<file path="config.mk">
export PLATFORM = sky130hd
export DESIGN_NAME = i2cm_top
export DESIGN_NICKNAME = d
export VERILOG_FILES = /design/src/rtl/i2cm_pkg.sv /design/src/rtl/i2cm_phase_timer.sv /design/src/rtl/i2cm_stretch_guard.sv /design/src/rtl/i2cm_top.sv
export SDC_FILE = /design/constraint.sdc
export NUM_CORES = 1
export LEC_CHECK = 0
export ABC_AREA = 1
export CORE_MARGIN = 1.5
export CORE_UTILIZATION = 43
export DETAILED_ROUTE_END_ITERATION = 8
export GPL_TIMING_DRIVEN = 0
export PLACE_DENSITY_LB_ADDON = 0.12
export REMOVE_ABC_BUFFERS = 1
export SLEW_MARGIN = 20
export SYNTH_ARGS = -nofsm -noshare
export SYNTH_HDL_FRONTEND = slang
export SYNTH_SLANG_ARGS = --single-unit
</file>
<file path="constraint.sdc">
create_clock -name clk -period 3.78 [get_ports clk]
set_input_delay 0.756 -clock clk [delete_from_list [all_inputs] [get_ports clk]]
set_output_delay 0.756 -clock clk [all_outputs]
set_load 0.01 [all_outputs]
</file>
<file path="src/rtl/i2cm_pkg.sv">
package i2cm_pkg;

    localparam int STAT_W      = 3;
    localparam int STAT_DONE   = 0;
    localparam int STAT_ACKERR = 1;
    localparam int STAT_TMO    = 2;

    typedef enum logic [2:0] {
        BUS_IDLE,
        BUS_START,
        BUS_LOW,
        BUS_WAIT,
        BUS_HIGH,
        BUS_STOP
    } bus_st_e;

    typedef enum logic [2:0] {
        PH_ADDR_W,
        PH_SUB,
        PH_WDATA,
        PH_RESTART,
        PH_ADDR_R,
        PH_RDATA,
        PH_STOP
    } phase_e;

    typedef struct packed {
        logic [6:0] addr;
        logic       rd;
        logic [7:0] sub;
        logic [7:0] wdata;
    } xfer_t;

    function automatic logic [7:0] pick_sub(input logic valid, input logic [7:0] prog,
                                            input logic [7:0] fallback);
        return valid ? prog : fallback;
    endfunction

    function automatic logic [7:0] frame_byte(input phase_e ph, input xfer_t x);
        case (ph)
            PH_ADDR_W: return {x.addr, 1'b0};
            PH_ADDR_R: return {x.addr, 1'b1};
            PH_SUB:    return x.sub;
            PH_WDATA:  return x.wdata;
            default:   return 8'hFF;
        endcase
    endfunction

    function automatic phase_e next_tx(input phase_e ph, input logic rd);
        case (ph)
            PH_ADDR_W: return PH_SUB;
            PH_SUB:    return rd ? PH_RESTART : PH_WDATA;
            PH_ADDR_R: return PH_RDATA;
            default:   return PH_STOP;
        endcase
    endfunction

endpackage

</file>
<file path="src/rtl/i2cm_phase_timer.sv">
module i2cm_phase_timer #(
    parameter int CW = 16
) (
    input  logic          clk,
    input  logic          rst,
    input  logic          run,
    input  logic [CW-1:0] len,
    output logic          expire
);
    logic [CW-1:0] cnt;
    logic [CW:0]   nxt;

    assign nxt    = {1'b0, cnt} + (CW+1)'(1);
    assign expire = run && (nxt >= {1'b0, len});

    always_ff @(posedge clk) begin
        if (rst || !run || expire) cnt <= '0;
        else                       cnt <= cnt + 1'b1;
    end
endmodule

</file>
<file path="src/rtl/i2cm_stretch_guard.sv">
module i2cm_stretch_guard #(
    parameter int CW = 16
) (
    input  logic          clk,
    input  logic          rst,
    input  logic          watch,
    input  logic          held,
    input  logic [CW-1:0] limit,
    output logic          trip
);
    logic [CW-1:0] cnt;

    assign trip = watch && held && (({1'b0, cnt} + (CW+1)'(1)) >= {1'b0, limit});

    always_ff @(posedge clk) begin
        if (rst || !watch)     cnt <= '0;
        else if (held && !trip) cnt <= cnt + 1'b1;
    end
endmodule

</file>
<file path="src/rtl/i2cm_top.sv">
module i2cm_top
    import i2cm_pkg::*;
#(
    parameter int TW = 16
) (
    input  logic              clk,
    input  logic              rst,
    input  logic              start_i,
    input  logic              rd_i,
    input  logic              addr_valid_i,
    input  logic [6:0]        slave_addr_i,
    input  logic              sub_valid_i,
    input  logic [7:0]        sub_addr_i,
    input  logic [7:0]        ctrl_sub_i,
    input  logic [7:0]        wdata_i,
    input  logic [TW-1:0]     scl_low_i,
    input  logic [TW-1:0]     scl_high_i,
    input  logic [TW-1:0]     tmo_limit_i,
    input  logic [STAT_W-1:0] clr_i,
    input  logic              scl_i,
    input  logic              sda_i,
    output logic              scl_oe_o,
    output logic              sda_oe_o,
    output logic              busy_o,
    output logic [STAT_W-1:0] status_o,
    output logic [7:0]        rdata_o
);
    bus_st_e     state;
    phase_e      phase;
    xfer_t       xfer;
    logic [3:0]  bitn;
    logic        smp;
    logic [6:0]  rx_sh;

    logic          run, expire, trip, bit_out, tx_phase;
    logic [TW-1:0] len;
    logic [7:0]    cur_byte;
    logic [STAT_W-1:0] set_vec;

    assign run = (state == BUS_START) || (state == BUS_LOW) ||
                 (state == BUS_HIGH)  || (state == BUS_STOP);
    assign len = (state == BUS_LOW) ? scl_low_i : scl_high_i;

    i2cm_phase_timer #(.CW(TW)) timer_i (
        .clk(clk), .rst(rst), .run(run), .len(len), .expire(expire)
    );

    i2cm_stretch_guard #(.CW(TW)) guard_i (
        .clk(clk), .rst(rst), .watch(state == BUS_WAIT), .held(!scl_i),
        .limit(tmo_limit_i), .trip(trip)
    );

    assign tx_phase = (phase == PH_ADDR_W) || (phase == PH_SUB) ||
                      (phase == PH_WDATA)  || (phase == PH_ADDR_R);
    assign cur_byte = frame_byte(phase, xfer);

    always_comb begin
        if (tx_phase)               bit_out = bitn[3] ? 1'b1 : cur_byte[3'd7 - bitn[2:0]];
        else if (phase == PH_STOP)  bit_out = 1'b0;
        else                        bit_out = 1'b1;
    end

    assign scl_oe_o = (state == BUS_LOW);
    assign sda_oe_o = (state == BUS_START) ||
                      (((state == BUS_LOW) || (state == BUS_WAIT) || (state == BUS_HIGH)) && !bit_out);
    assign busy_o   = (state != BUS_IDLE);

    always_comb begin
        set_vec              = '0;
        set_vec[STAT_DONE]   = (state == BUS_STOP) && expire;
        set_vec[STAT_TMO]    = (state == BUS_WAIT) && !scl_i && trip;
        set_vec[STAT_ACKERR] = (state == BUS_HIGH) && expire && tx_phase && bitn[3] && smp;
    end

    always_ff @(posedge clk) begin
        if (rst) status_o <= '0;
        else     status_o <= (status_o & ~clr_i) | set_vec;
    end

    always_ff @(posedge clk) begin
        if (rst) begin
            state   <= BUS_IDLE;
            phase   <= PH_ADDR_W;
            xfer    <= '0;
            bitn    <= '0;
            smp     <= 1'b1;
            rx_sh   <= '0;
            rdata_o <= '0;
        end else begin
            case (state)
                BUS_IDLE: if (start_i && addr_valid_i) begin
                    xfer  <= '{addr: slave_addr_i, rd: rd_i,
                               sub: pick_sub(sub_valid_i, sub_addr_i, ctrl_sub_i),
                               wdata: wdata_i};
                    phase <= PH_ADDR_W;
                    bitn  <= '0;
                    state <= BUS_START;
                end
                BUS_START: if (expire) state <= BUS_LOW;
                BUS_LOW:   if (expire) state <= BUS_WAIT;
                BUS_WAIT: begin
                    if (scl_i) begin
                        smp   <= sda_i;
                        state <= BUS_HIGH;
                    end else if (trip) begin
                        state <= BUS_IDLE;
                    end
                end
                BUS_HIGH: if (expire) begin
                    state <= BUS_LOW;
                    bitn  <= bitn + 1'b1;
                    case (phase)
                        PH_RESTART: begin
                            state <= BUS_START;
                            phase <= PH_ADDR_R;
                            bitn  <= '0;
                        end
                        PH_STOP: state <= BUS_STOP;
                        PH_RDATA: begin
                            rx_sh <= {rx_sh[5:0], smp};
                            if (bitn == 4'd7) rdata_o <= {rx_sh, smp};
                            if (bitn[3]) begin
                                phase <= PH_STOP;
                                bitn  <= '0;
                            end
                        end
                        default: if (bitn[3]) begin
                            bitn  <= '0;
                            phase <= smp ? PH_STOP : next_tx(phase, xfer.rd);
                        end
                    endcase
                end
                BUS_STOP: if (expire) state <= BUS_IDLE;
                default:  state <= BUS_IDLE;
            endcase
        end
    end
endmodule

</file>
==> flow_summary_export.csv, run 1 <==
group,metric,value,unit
worst_setup_path,end_kind,"flip-flop",
clock_tree,cts_buffers,9,
worst_setup_path,crit_slowest_cell,"dfxtp_1",
clock_tree,clkTransAtPathRegs,0.06,ns
routing,drt-initial-drc-count,265,
synthesis,synthTopCellsByArea,"dfxtp_1 (32%), nand2_1 (11%), ha_1 (8.5%), inv_1 (7.8%), nor2_1 (7.1%)",
sta,fmax,294.8,MHz
flow_run,cap_viol_max_count,0,
place,placed_cell_area,6466,um^2
sta,clock_skew,0.006703,ns
sta,worstMarginPinSlew,0.9230,ns
place,pre_cts_ws,0.08921,ns
power_and_ir_drop,ir_worst_vdd,0.3525,mV
sta,rsz0062_at_grt,"no",
synthesis,synth_area,5318,um^2
synthesis,synth_top_cell_area_share,32.00,%
place,dpl.hpwl,9.327,mm
synthesis,synth-compound-area-share,13.20,%
clock_tree,cts_buffer_depth,2,
worst_setup_path,r2r_slack,0.39,ns
power_and_ir_drop,p_leak,0.003041,uW
clock_tree,cts_resized,0,
synthesis,synth_edf_count,0,
synthesis,netlist_instances,775,
clock_tree,cts.sink_count,85,
min_path,holdPathEnd,"xfer[0]",
power_and_ir_drop,p_per_area,444.0,nW/um^2
layout,post-route-cell-area,6804,um^2
clock_tree,clkLatencyLatePin,0.33,ns
synthesis,synth_top_family_by_area,"simple AND/OR/NAND/NOR gates",
synthesis,synthArstFlopShare,0,%
synthesis,ys_types,43,
worst_setup_path,crit_top_cell,"nand2_1",
worst_setup_path,crit_path_start_kind,"flip-flop",
worst_setup_path,crit_chain,"nand2_1 > nor2_2 > nand3_2 > or2_4 > nor2_4 > nand2_1 > o21ai_0 > inv_1 > ha_1 > nand2_1 > nor2_1 > nand2_1 > o21ai_0 > nand2_1 > nand3_2 > nand2_2 > inv_2 > nand2_2 > nand2_1 > a21oi_1",
routing,vias_per_cell,4.890,
place,place_congestion,0.8628,
floorplanning,initial_core_util,44.09,%
clock_tree,cts.htree.levels,3,
worst_setup_path,regToRegEndpoint,"rdata_o[4]",
outcome,status,"complete, no violations",
global_routing,grt_first_pass_wirelength,20.64,mm
clock_tree,hold_buffers,0,
routing,dr.pass1.iters,4,
synthesis,synth-seq-cells,85,
worst_setup_path,crit_buf_inv,2,
synthesis,synth_flop_cell,"dfxtp_1",
floorplanning,row_count,40,
clock_tree,cts_root_buf,"clkbuf_16",
layout,num-nets-final,998,
layout,syn_to_final_growth,27.95,%
layout,n_fill_cell,1169,
sta,slew_headroom,38.27,%
sta,min_period,3.392,ns
clock_tree,cts_tree,"yes",
global_routing,grt_max_degree,33,
global_routing,overflow,0,
synthesis,muxShareOfSynthArea,4.141,%
routing,post_drt_wl_per_cell,11.67,um
global_routing,grt_pass1_vias,4822,
synthesis,yosys.area_share.xor_xnor,3.294,%
synthesis,yosysWarnings,0,
worst_setup_path,path_delay_family,"simple AND/OR/NAND/NOR gates",
worst_setup_path,rr_worst_depth,20,
min_path,min_path_type,"reg -> reg",
floorplanning,die_y,114.2,um
min_path,hp-start,"xfer[0]",
clock_tree,post_cts_buffers,0,
sta,period_share,89.73,%
floorplanning,die_area,13040,um^2
floorplanning,die_w,114.2,um
sta,tns,0,ns
sta,setup_viol,0,
sta,drv_slew,0,
floorplanning,coreArea,12060,um^2
worst_setup_path,crit_arrival,3.57,ns
synthesis,synth.avg_cell_area,6.861,um^2
synthesis,seq_area_frac_synth,32.00,%
min_path,hold_depth,2,
worst_setup_path,slowest_delay,0.39,ns
routing,drt_wl_total,12.20,mm
synthesis,synthSimpleGateAreaFrac,29.01,%
sta,finalHoldViolCount,0,
floorplanning,ios,104,
routing,vias,5110,
global_routing,track_usage,19.13,%
worst_setup_path,critPathRequiredTime,3.96,ns
worst_setup_path,critPathKind,"reg -> reg",
place,io_buffers,103,
layout,layout-drive-gt1-share,6.956,%
synthesis,yosys.area.top_type,"dfxtp_1",
layout,diodes,0,
worst_setup_path,r2r_start,"timer_i.cnt[0]",
routing,drc,0,
sta,worst_slack,0.3883,ns
routing,antenna_left,0,
global_routing,antenna_found_initial,0,
worst_setup_path,critical_path_peak_fanout,12,
synthesis,yosys.area_share.adder,8.471,%
[worst max path at each step]
stage,cells past startpoint,to,from,slack [ns]
5_1_grt,20,rdata_o[4],timer_i.cnt[0],0.05
3_3_place_gp,15,rdata_o[5],state[2],0.16
4_1_cts,15,rdata_o[4],state[2],0.07
6_report,20,rdata_o[4],timer_i.cnt[0],0.39
2_1_floorplan,15,rdata_o[0],state[2],0.93
3_5_place_dp,15,rdata_o[4],state[2],0.09
[per-layer routing]
layer  track usage (%)  share of wire [%]
met1             24.52                 47
met3             2.329                3.7
met4             5.833                1.3
met2             33.65                 48
met5                 0                  0
[final cells by class]
class	count	area (um^2)	share of cell area [%]
Inverter	114	432.9	6.363
Clock buffer	10	239.0	3.512
Sequential cell	85	1702	25.01
Tap cell	168	210.2	3.089
Multi-Input combinational cell	559	3095	45.49
Clock inverter	6	93.84	1.379
Timing Repair Buffer	103	1031	15.15
[flip-flops by register name, summed over array words and instances, names as in the netlist]
signal / flops
bitn: 4
state: 3
phase: 3
smp: 1
guard_i.cnt: 16
rdata_o: 8
status_o: 3
timer_i.cnt: 16
rx_sh: 7
xfer: 24
[report_power, final]
part	switching [uW]	total, uW	internal, uW
Sequential	71.3	1060	985
Clock	366	968	601
Combinational	594	998	404
[worst register-to-register path: cells and delay by family, from the launching register on]
family,cells,cell delay (ns)
buffers and inverters,2,0.29
AND/OR/NAND/NOR,14,1.73
flip-flops,1,0.39
AO/OA/AOI/OAI,3,0.54
adder cells (fa/ha/maj),1,0.28
[placed cells by master, fill, tap and decap left out, types with 14 or more instances in the layout]
cell type / n
nand3_1: 34
mux2i_1: 22
clkdlybuf4s50_1: 103
ha_1: 36
o21ai_0: 39
a21oi_1: 66
dfxtp_1: 85
inv_1: 110
nand2_2: 14
nand2_1: 158
xor2_1: 15
nor2_1: 101
[stage by stage]
| stage | utilization (%) | instances | total power, uW | hold slack (ns) |
|---|---|---|---|---|
| 6_report | 56.41 | 1045 | 3021 | 0.4538 |
| 2_1_floorplan | - | 758 | 1721 | 0.4266 |
| 3_5_place_dp | 53.61 | 1029 | 2065 | 0.4470 |
| 4_1_cts | 56.37 | 1045 | 3046 | 0.4563 |
| 3_3_place_gp | 53.61 | 1029 | 2041 | 0.4435 |
| 5_1_grt | 56.41 | 1045 | 3213 | 0.4740 |
[synth_stat cells (2+ instances only)]
master / number
ha_1: 36
nor2_2: 8
inv_2: 3
buf_2: 4
nand2_1: 158
nor3_2: 3
o21bai_1: 2
mux2i_1: 22
nand3_2: 2
o21ai_1: 2
a21o_1: 2
nand3_1: 35
a22oi_1: 3
inv_1: 110
a21oi_1: 66
nor2_4: 2
xnor2_1: 5
nor3_1: 9
o211ai_1: 4
clkbuf_1: 8
and2_1: 2
buf_4: 2
a21oi_2: 5
nand4_1: 8
buf_1: 2
a31oi_1: 3
and3_1: 2
dfxtp_1: 85
nand2_2: 14
nor2_1: 101
or2_2: 3
o21ai_0: 39
xor2_1: 15
[cell families after synthesis]
| kind of cell | Yosys count |
|---|---|
| XOR/XNOR | 20 |
| AO/OA/AOI/OAI | 129 |
| AND/OR/NAND/NOR | 352 |
| adder cells (fa/ha/maj) | 36 |
| buffers and inverters | 131 |
| flip-flops | 85 |
| multiplexers | 22 |
(Power assumes the default switching activity.)
==> run 2, diff against run 1 <==
==> constraint.sdc (replaced) <==
create_clock -name clk -period 3.78 [get_ports clk]
set_input_delay 0.567 -clock clk [delete_from_list [all_inputs] [get_ports clk]]
set_output_delay 0.567 -clock clk [all_outputs]
set_load 0.01 [all_outputs]
==> results of run 2 <==
Same layout as run 1: the final DEF is identical, and so are final timing and power.
==> run 3, diff against run 2 <==
--- a/config.mk
+++ b/config.mk
@@ -12,7 +12,9 @@
 export GPL_TIMING_DRIVEN = 0
 export PLACE_DENSITY_LB_ADDON = 0.12
 export REMOVE_ABC_BUFFERS = 1
+export SKIP_CTS_REPAIR_TIMING = 1
 export SLEW_MARGIN = 20
 export SYNTH_ARGS = -nofsm -noshare
 export SYNTH_HDL_FRONTEND = slang
+export SYNTH_HIERARCHICAL = 1
 export SYNTH_SLANG_ARGS = --single-unit
==> run 3 against run 2 <==
Compared with the run above: non-clock buffer count grew 7; total power shrank 8.9%; sequential power barely moved; critical endpoint is now rdata_o[5]; largest power group unchanged; largest cell class unchanged; die area grew 3.7%; global-route usage up 0.13 points; cell count increased by 4.9%.
==> flow_summary_export.csv, run 3 <==
group,metric,value,unit
sta,setup_viol,0,
routing,antenna_left,0,
sta,drv_slew,0,
layout,diodes,0,
sta,clock_skew,0.007196,ns
worst_setup_path,worstSetupEndpoint,"rdata_o[5]",
place,io_buffers,103,
synthesis,yosys.area.top_type,"dfxtp_1",
sta,tns,0,ns
synthesis,synthArstFlopShare,0,%
worst_setup_path,critPathRequiredTime,4.06,ns
global_routing,overflow,0,
power_and_ir_drop,p_total,2751,uW
synthesis,synth_area,5518,um^2
synthesis,synth_flop_cell,"dfxtp_1",
synthesis,synth.avg_cell_area,6.713,um^2
clock_tree,cts.sink_count,85,
worst_setup_path,r2r_start,"timer_i/cnt[0]",
synthesis,synth_most_common_cell,"nand2_1",
worst_setup_path,regToRegEndpoint,"rdata_o[5]",
place,place_congestion,0.8032,
worst_setup_path,end_kind,"flip-flop",
synthesis,synth-seq-cells,85,
synthesis,netlist_top_cells_count,"nand2_1 (183), inv_1 (120), nor2_1 (102)",
worst_setup_path,r2r_slack,0.33,ns
layout,reg.largest.list,"xfer x24, guard_i/cnt x16, timer_i/cnt x16",
global_routing,antenna_found_initial,0,
floorplanning,die_w,116.3,um
global_routing,grt_pass1_vias,4751,
global_routing,track_usage,19.26,%
routing,post_drt_wl_per_cell,11.09,um
power_and_ir_drop,ir_worst_vdd,0.2522,mV
worst_setup_path,crit_arrival,3.73,ns
clock_tree,cts_buffers,9,
synthesis,ys_types,43,
routing,drc,0,
synthesis,synthTopCellsByArea,"dfxtp_1 (31%), nand2_1 (12%), ha_1 (8.2%), inv_1 (8.2%), nor2_1 (6.9%)",
worst_setup_path,critical_path_peak_fanout,16,
layout,final_common_cell,"nand2_1",
worst_setup_path,crit_path_start_kind,"flip-flop",
sta,finalHoldViolCount,0,
power_and_ir_drop,p_per_area,387.5,nW/um^2
layout,final_core_utilization,56.49,%
clock_tree,cts_buffer_depth,2,
clock_tree,clkTransAtPathRegs,0.06,ns
min_path,min_path_type,"reg -> reg",
sta,slew_headroom,33.51,%
layout,num-nets-final,1045,
routing,dr.pass1.iters,4,
clock_tree,cts_root_buf,"clkbuf_16",
layout,syn_to_final_growth,28.66,%
routing,drt-initial-drc-count,189,
synthesis,netlist_instances,822,
routing,vias,5142,
sta,period_share,91.28,%
sta,fmax,289.8,MHz
floorplanning,row_count,41,
synthesis,yosysWarnings,6,
synthesis,seq_area_frac_synth,30.84,%
worst_setup_path,rr_worst_depth,23,
synthesis,synth_edf_count,0,
floorplanning,ios,104,
worst_setup_path,critPathKind,"reg -> reg",
sta,min_period,3.450,ns
floorplanning,initial_core_util,43.90,%
layout,largest_register,"xfer",
clock_tree,cts.htree.levels,3,
clock_tree,cts_tree,"yes",
floorplanning,die_y,116.3,um
worst_setup_path,crit_slowest_cell,"dfxtp_2",
worst_setup_path,crit_chain,"ha_2 > nand2_1 > nor2_2 > nand2_2 > nor2_4 > nand3b_1 > xor2_2 > inv_1 > ha_1 > nand2_1 > nor2_2 > nand2_1 > nor2_2 > nor3_4 > a21oi_4 > inv_2 > nor2_8 > nand2_8 > nor3_4 > buf_12 > buf_4 > o21ai_2 > a21oi_1",
layout,largest_reg_flops,24,
worst_setup_path,cp-startpoint,"timer_i/cnt[0]",
clock_tree,clkLatencyLatePin,0.34,ns
outcome,status,"complete, no violations",
place,dpl.hpwl,8.998,mm
global_routing,grt_max_degree,42,
floorplanning,die_area,13520,um^2
synthesis,synth_top_cell_area_share,30.84,%
layout,final_cell_mix,"nand2_1 (183), inv_1 (118), clkdlybuf4s50_1 (103), nor2_1 (98), dfxtp_1 (83)",
sta,worstMarginPinSlew,0.9963,ns
routing,drt_wl_total,12.15,mm
routing,vias_per_cell,4.692,
flow_run,cap_viol_max_count,0,
layout,layout-drive-gt1-share,10.17,%
floorplanning,coreArea,12570,um^2
power_and_ir_drop,p_leak,0.003338,uW
worst_setup_path,slowest_delay,0.36,ns
global_routing,grt_first_pass_wirelength,20.97,mm
[run 3: cell types whose count changed after synthesis, moves of 4 or more]
cell      previous run  this run
inv_1              110       120
o21ai_2              0         5
a21oi_1             66        61
buf_2                4         9
nand3_1             35        50
nand2_1            158       183
nor2_2               8        23
mux2i_1             22         8
nand2_2             14         4
o211ai_1             4         0
o21ai_0             39        46
nand4_1              8         4
[run 3: worst min path at each step]
stage	slack, ns	to	from	depth (start not counted)
after floorplan	0.43	rdata_o[7]	rx_sh[6]	2
after global placement	0.45	rx_sh[6]	rx_sh[6]	2
after detailed placement	0.45	rdata_o[7]	rx_sh[6]	2
after CTS	0.46	rx_sh[6]	rx_sh[6]	2
after global routing	0.48	rx_sh[6]	rx_sh[6]	2
final	0.45	timer_i/cnt[0]	timer_i/cnt[0]	1
[run 3: stage by stage]
stage | hold WS (ns) | instance area [um^2] | cells | setup WS [ns]
floorplan | 0.4318 | 5365 | 797 | 0.3580
global placement | 0.4488 | 6611 | 1072 | -0.3385
detailed placement | 0.4529 | 6611 | 1072 | -0.3421
CTS | 0.4621 | 6923 | 1088 | -0.3831
global route | 0.4797 | 7099 | 1096 | -0.04540
finish | 0.4484 | 7099 | 1096 | 0.3297
[run 3: cell families after synthesis]
group	after synthesis	synth area share, %
AOI/OAI and AO/OA	130	12.95
xor gates and xnor gates	21	3.333
adders and majority gates	36	8.163
buffers and inverters	148	11.13
DFF	85	30.84
muxes	8	1.451
and+or+nand+nor	394	32.13
[run 3: worst max-delay path, delay by kind of cell, from the launching register on]
| kind | cells | cell delay (ns) |
|---|---|---|
| AO/OA/AOI/OAI | 3 | 0.38 |
| XOR/XNOR | 1 | 0.19 |
| adder cells (fa/ha/maj) | 2 | 0.49 |
| buffers and inverters | 4 | 0.42 |
| flip-flops | 1 | 0.36 |
| AND/OR/NAND/NOR | 13 | 1.57 |
[run 3: metal layers]
layer / share of wire (%) / global-route usage [%] / vias to the layer above
met5: 0 / 0 / -
met3: 3.0 / 3.633 / 8
met4: 1.1 / 6.016 / 0
li1: - / - / 2801
met2: 47 / 33.02 / 79
met1: 48 / 24.53 / 2254
[run 3: layout make-up]
cell class                 instances  area [um^2]
sequential                        85         1704
inverter                         123        465.4
clock inverter                     4        55.05
clock buffer                      12        256.5
multi-input combinational        590         3294
timing repair buffer             110         1109
tap                              172        215.2
fill                            1249         5469
[run 3: power breakdown]
part / leakage (uW) / internal (uW) / total, uW / switching [uW]
logic: 0.00250 / 325 / 786 / 462
clock network: 0.000149 / 552 / 914 / 362
registers: 0.000690 / 978 / 1050 / 73.1
total: 0.00334 / 1850 / 2750 / 897
